--- src/rtl/sc_tout_pkg.sv ---
package sc_tout_pkg;
    localparam int MODE_W = 4;

    typedef enum logic [1:0] {
        ST_IDLE  = 2'd0,
        ST_ARMED = 2'd1,
        ST_RUN   = 2'd2
    } ch_state_e;

    localparam logic [MODE_W-1:0] MD_ONESHOT  = 4'b0000;
    localparam logic [MODE_W-1:0] MD_ANYSTART = 4'b0001;
    localparam logic [MODE_W-1:0] MD_RXSTART  = 4'b0010;
    localparam logic [MODE_W-1:0] MD_ATRWD    = 4'b0011;
    localparam logic [MODE_W-1:0] MD_PERIODIC = 4'b0100;
endpackage

--- src/rtl/sc_tout_chan.sv ---
module sc_tout_chan
    import sc_tout_pkg::*;
#(
    parameter int CNT_W   = 8,
    parameter bit HAS_ATR = 1'b0
) (
    input  logic              clk,
    input  logic              rst_n,
    input  logic              tick_i,
    input  logic              rx_start_i,
    input  logic              tx_start_i,
    input  logic              rst_rel_i,
    input  logic              atr_rcvd_i,
    input  logic [MODE_W-1:0] mode_i,
    input  logic [CNT_W-1:0]  cnt_i,
    input  logic              en_set_i,
    input  logic              en_clr_i,
    input  logic              flag_clr_i,
    output logic              en_o,
    output logic              active_o,
    output logic              flag_o
);
    localparam logic [CNT_W-1:0] ONE = {{(CNT_W-1){1'b0}}, 1'b1};

    ch_state_e        state_q, state_d;
    logic [CNT_W-1:0] cnt_q;
    logic             flag_q;

    logic imm_start, evt_start, at_zero, atr_cancel, expire, load;

    // Start condition decode for each mode
    always_comb begin
        imm_start = (mode_i == MD_ONESHOT) || (mode_i == MD_PERIODIC);
        evt_start = ((mode_i == MD_ANYSTART) && (rx_start_i || tx_start_i)) ||
                    ((mode_i == MD_RXSTART) && rx_start_i) ||
                    (HAS_ATR && (mode_i == MD_ATRWD) && rst_rel_i);
        at_zero    = (cnt_q == '0);
        atr_cancel = HAS_ATR && (state_q == ST_RUN) && (mode_i == MD_ATRWD) && atr_rcvd_i;
        expire     = (state_q == ST_RUN) && tick_i && at_zero && !atr_cancel && !en_clr_i;
    end

    // Next-state logic
    always_comb begin
        state_d = state_q;
        unique case (state_q)
            ST_IDLE: begin
                if (en_set_i && !en_clr_i)
                    state_d = imm_start ? ST_RUN : ST_ARMED;
            end
            ST_ARMED: begin
                if (en_clr_i)       state_d = ST_IDLE;
                else if (evt_start) state_d = ST_RUN;
            end
            ST_RUN: begin
                if (en_clr_i || atr_cancel)                  state_d = ST_IDLE;
                else if (expire && (mode_i != MD_PERIODIC))  state_d = ST_IDLE;
            end
            default: state_d = ST_IDLE;
        endcase
    end

    assign load = (state_q != ST_RUN) && (state_d == ST_RUN);

    // State register
    always_ff @(posedge clk or negedge rst_n) begin
        if (!rst_n) state_q <= ST_IDLE;
        else        state_q <= state_d;
    end

    // Down counter with reload
    always_ff @(posedge clk or negedge rst_n) begin
        if (!rst_n) begin
            cnt_q <= '0;
        end else if (load) begin
            cnt_q <= cnt_i;
        end else if ((state_q == ST_RUN) && tick_i) begin
            if (at_zero) cnt_q <= cnt_i;
            else         cnt_q <= cnt_q - ONE;
        end
    end

    // Sticky flag: expiry wins over a same-cycle clear
    always_ff @(posedge clk or negedge rst_n) begin
        if (!rst_n)          flag_q <= 1'b0;
        else if (expire)     flag_q <= 1'b1;
        else if (flag_clr_i) flag_q <= 1'b0;
    end

    // Outputs
    always_comb begin
        en_o     = 1'b0;
        active_o = 1'b0;
        unique case (state_q)
            ST_IDLE:  begin en_o = 1'b0; active_o = 1'b0; end
            ST_ARMED: begin en_o = 1'b1; active_o = 1'b0; end
            ST_RUN:   begin en_o = 1'b1; active_o = 1'b1; end
            default:  begin en_o = 1'b0; active_o = 1'b0; end
        endcase
        flag_o = flag_q;
    end
endmodule

--- src/rtl/sc_tout_timer.sv ---
module sc_tout_timer
    import sc_tout_pkg::*;
#(
    parameter int CNT0_W = 24,
    parameter int CNTN_W = 8
) (
    input  logic                clk,
    input  logic                rst_n,
    input  logic                tick_i,
    input  logic                rx_start_i,
    input  logic                tx_start_i,
    input  logic                rst_rel_i,
    input  logic                atr_rcvd_i,
    input  logic [3*MODE_W-1:0] mode_i,
    input  logic [CNT0_W-1:0]   cnt0_i,
    input  logic [CNTN_W-1:0]   cnt1_i,
    input  logic [CNTN_W-1:0]   cnt2_i,
    input  logic [2:0]          en_set_i,
    input  logic [2:0]          en_clr_i,
    input  logic [2:0]          flag_clr_i,
    output logic [2:0]          en_o,
    output logic [2:0]          active_o,
    output logic [2:0]          flag_o
);
    localparam int NCH = 3;

    logic [CNTN_W-1:0] small_cnt [1:NCH-1];
    assign small_cnt[1] = cnt1_i;
    assign small_cnt[2] = cnt2_i;

    for (genvar g = 0; g < NCH; g++) begin : g_ch
        if (g == 0) begin : g_wide
            sc_tout_chan #(.CNT_W(CNT0_W), .HAS_ATR(1'b1)) u_chan (
                .clk        (clk),
                .rst_n      (rst_n),
                .tick_i     (tick_i),
                .rx_start_i (rx_start_i),
                .tx_start_i (tx_start_i),
                .rst_rel_i  (rst_rel_i),
                .atr_rcvd_i (atr_rcvd_i),
                .mode_i     (mode_i[g*MODE_W +: MODE_W]),
                .cnt_i      (cnt0_i),
                .en_set_i   (en_set_i[g]),
                .en_clr_i   (en_clr_i[g]),
                .flag_clr_i (flag_clr_i[g]),
                .en_o       (en_o[g]),
                .active_o   (active_o[g]),
                .flag_o     (flag_o[g])
            );
        end else begin : g_narrow
            sc_tout_chan #(.CNT_W(CNTN_W), .HAS_ATR(1'b0)) u_chan (
                .clk        (clk),
                .rst_n      (rst_n),
                .tick_i     (tick_i),
                .rx_start_i (rx_start_i),
                .tx_start_i (tx_start_i),
                .rst_rel_i  (rst_rel_i),
                .atr_rcvd_i (atr_rcvd_i),
                .mode_i     (mode_i[g*MODE_W +: MODE_W]),
                .cnt_i      (small_cnt[g]),
                .en_set_i   (en_set_i[g]),
                .en_clr_i   (en_clr_i[g]),
                .flag_clr_i (flag_clr_i[g]),
                .en_o       (en_o[g]),
                .active_o   (active_o[g]),
                .flag_o     (flag_o[g])
            );
        end
    end
endmodule

--- config.mk ---
export PLATFORM = sky130hd
export DESIGN_NAME = sc_tout_timer
export DESIGN_NICKNAME = d
export VERILOG_FILES = /design/src/rtl/sc_tout_pkg.sv /design/src/rtl/sc_tout_chan.sv /design/src/rtl/sc_tout_timer.sv
export SDC_FILE = /design/constraint.sdc
export NUM_CORES = 1
export LEC_CHECK = 0
export BUFFER_PORTS_ARGS = -buffer_cell sky130_fd_sc_hd__buf_2
export CORE_MARGIN = 2
export CORE_UTILIZATION = 55
export CTS_BUF_LIST = sky130_fd_sc_hd__clkbuf_4
export DETAILED_ROUTE_END_ITERATION = 12
export PLACE_DENSITY = 0.77
export SLEW_MARGIN = 15
export SYNTH_ARGS = -nofsm -noshare
export SYNTH_HDL_FRONTEND = slang
export SYNTH_SLANG_ARGS = --single-unit
--- constraint.sdc ---
create_clock -name clk -period 3.75 [get_ports clk]
set_clock_uncertainty 0.2 [all_clocks]
set_input_delay 0.375 -clock clk [delete_from_list [all_inputs] [get_ports clk]]
set_output_delay 0.375 -clock clk [all_outputs]
set_load 0.03 [all_outputs]
==> results_dict.tcl <==
set metrics [dict create \
    status "completed" \
    async_flop_share_pct 100 \
    clockRootBuffer "clkbuf_4" \
    rows 29 \
    cp-startpoint "g_ch[0].g_wide.u_chan.cnt_q[16]" \
    clockBufferDepth 2 \
    total_power_uw 2460 \
    fin_setup_tns_ns 0 \
    period_share_pct 85.8 \
    dpl.cell_count 564 \
    max-slew-margin-rel_pct 48.8 \
    insertion_delay_ns 0.37 \
    htreeDepth 2 \
    grt_first_pass_wirelength_um 15500 \
    dieArea_um2 7380 \
    worstSetupStartpointType "flop" \
    antenna_left 0 \
    final_cells 584 \
    cp_max_fo 22 \
    ff2ff_setup_slack_ns 0.53 \
    cts_tree "done" \
    worst_pin_slew_ns 0.767 \
    die_h_um 85.9 \
    yosys.area.top_type "dfrtp_1" \
    routedWlPerCell_um 15.9 \
    synth_enable_flop_cells 0 \
    die_w_um 85.9 \
    cts_made_buffers 5 \
    io_buffers 76 \
    worstReg2RegStart "g_ch[0].g_wide.u_chan.cnt_q[16]" \
    slew_violations 0 \
    final_layout_size_suffix_gt1_share_pct 19.5 \
    critPathCapture "g_ch[0].g_wide.u_chan.cnt_q[18]" \
    setup_slack_ns 0.533 \
    drt_wl_total_um 9290 \
    fmax_ghz 0.311 \
    floorplan.core_area_um2 6420 \
    path_class "flop to flop" \
    peakVddDrop_v 0.000299 \
    synth_area_um2 3690 \
    syn_to_final_growth_pct 14.8 \
    clock_sinks 49 \
    synth_cells 428 \
    synth_seq_cells 49 \
    syn_area_per_cell_um2 8.62 \
    synthDistinctLibCells 70 \
    maxCapViolCount 0 \
    finalCriticalPeriod_ns 3.22 \
    finalSetupViolCount 0 \
    hold_path.class "input port to flop" \
    p_per_area_nw_per_um2 581 \
    dpl_worst_slack_ns 0.575 \
    viasPerCell 6.30 \
    synth_top_cell_area_share_pct 33.2 \
    yosys_most_used_dff "dfrtp_1" \
    hold_slack_ns 0.00312 \
    synth_most_common_cell "dfrtp_1" \
    crit_required_ns 3.86 \
    n_antenna_cell 0 \
    rr_worst_depth 6 \
    ys_seq_area_share_pct 33.2 \
    grt_max_degree 50 \
    route.detailed.drc 0 \
    nFillCells 584 \
    start_util_pct 57.5 \
    hold_viol 0 \
    io_pins 77 \
    cts_resized 0 \
    track_usage_pct 25.9 \
    reg2reg_to "g_ch[0].g_wide.u_chan.cnt_q[18]" \
    num_vias 3679 \
    place.gp.congestion 0.926 \
    syn_nets 514 \
    synth_top_cells_by_count "49 x dfrtp_1, 35 x nor2_1, 34 x nand2_1" \
    grt_remaining_overflow 0 \
    drt_iter0_drc 234 \
    rsz0062_at_grt "false" \
    postCtsSetupBuffers 0 \
    firstDrtPassIters 5 \
    fin_nets 593 \
    end_kind "flop" \
    yosysWarnings 0 \
    hpwl_um 6850 \
    clk_pin_slew_worst_paths_ns 0.14 \
    synth_area_leaders "dfrtp_1 33%, ha_1 6.1%, nor3_1 3.7%, nor2_1 3.6%, a221o_1 3.5%" \
    grt_antenna_before_repair 0 \
    cp.arrival_ns 3.32 \
    p_leak_uw 0.00186 \
    grt_pass1_vias 3402 \
]
[metrics by stage]
stage	instance area, µm²	util, %
after floorplan	3690	-
after global placement	4060	63.1
after detailed placement	4060	63.1
after CTS	4230	65.9
after global routing	4230	65.9
final	4230	65.9
[kinds of logic after synthesis]
family / count (synthesis) / share of synthesized area (%)
adder cells (fa/ha/maj): 18 / 6.10
flip-flops: 49 / 33.2
multiplexers: 6 / 1.66
XOR/XNOR: 2 / 0.475
buffers and inverters: 51 / 6.99
AO/OA/AOI/OAI: 129 / 26.4
AND/OR/NAND/NOR: 173 / 25.1
[worst min-delay path by stage]
stage | to | depth (start not counted) | from | slack, ns
floorplan | g_ch[0].g_wide.u_chan.cnt_q[0] | 0 | rst_n | -0.12
detailed placement | g_ch[2].g_narrow.u_chan.flag_o | 2 | g_ch[2].g_narrow.u_chan.flag_o | 0.30
finish | g_ch[2].g_narrow.u_chan.cnt_q[6] | 3 | cnt2_i[6] | 0.003
global route | g_ch[1].g_narrow.u_chan.cnt_q[2] | 2 | cnt1_i[2] | 0.007
global placement | g_ch[2].g_narrow.u_chan.flag_o | 2 | g_ch[2].g_narrow.u_chan.flag_o | 0.29
CTS | g_ch[2].g_narrow.u_chan.cnt_q[6] | 3 | cnt2_i[6] | 0.0001
[report_power, final]
group | internal (µW) | leakage, µW | switching (µW)
Clock | 75.7 | 0.0000292 | 161
Sequential | 740 | 0.000600 | 256
Combinational | 548 | 0.00123 | 677
[critical path: stages (launching register included)]
cell and delay, ns:
dfrtp_1 0.49, or4_1 0.63, or4_1 0.59, or4_4 0.61, nor2_4 0.13, or2_4 0.30
a221o_1 0.21
[layer usage]
layer,track usage [%],vias to the layer above,share of wire (%)
met2,42.6,121,47
met4,9.52,0,2.3
met3,4.33,21,5.6
met1,34.2,1753,46
met5,0,-,0
li1,-,1784,-
[cell usage in the layout (no fill, tap or decap), types with 7 or more instances in the layout]
master and count:
a21oi_1 14, a221o_1 13, and2_1 7, buf_2 76
dfrtp_1 49, dlygate4sd3_1 13, ha_1 18, inv_1 29
nand2_1 34, nand3_1 12, nor2_1 35, nor2b_1 7
nor3_1 27, nor4_1 9, o21ai_0 17
[sequential cells by signal, summed over array words and instances, names as in the netlist]
name                          cells
g_ch.g_narrow.u_chan.cnt_q       16
g_ch.g_wide.u_chan.state_q        2
g_ch.g_narrow.u_chan.flag_o       2
g_ch.g_wide.u_chan.cnt_q         24
g_ch.g_wide.u_chan.flag_o         1
g_ch.g_narrow.u_chan.state_q      4
[what timing repair did]
item	4_1_cts	5_1_grt
hold buffers	13	0
endpoints found under the hold margin	61	0
endpoints found under the setup margin	0	0
[layout make-up]
class,count,area [µm²],share of cell area (%)
clock buffer,6,45.0,1.06
clock inverter,1,3.75,0.0887
inverter,29,109,2.57
multi-input combinational,328,2210,52.1
sequential,49,1230,29.0
tap,77,96.3,2.28
timing repair buffer,94,548,12.9
Power figures use the tool's default switching activity.
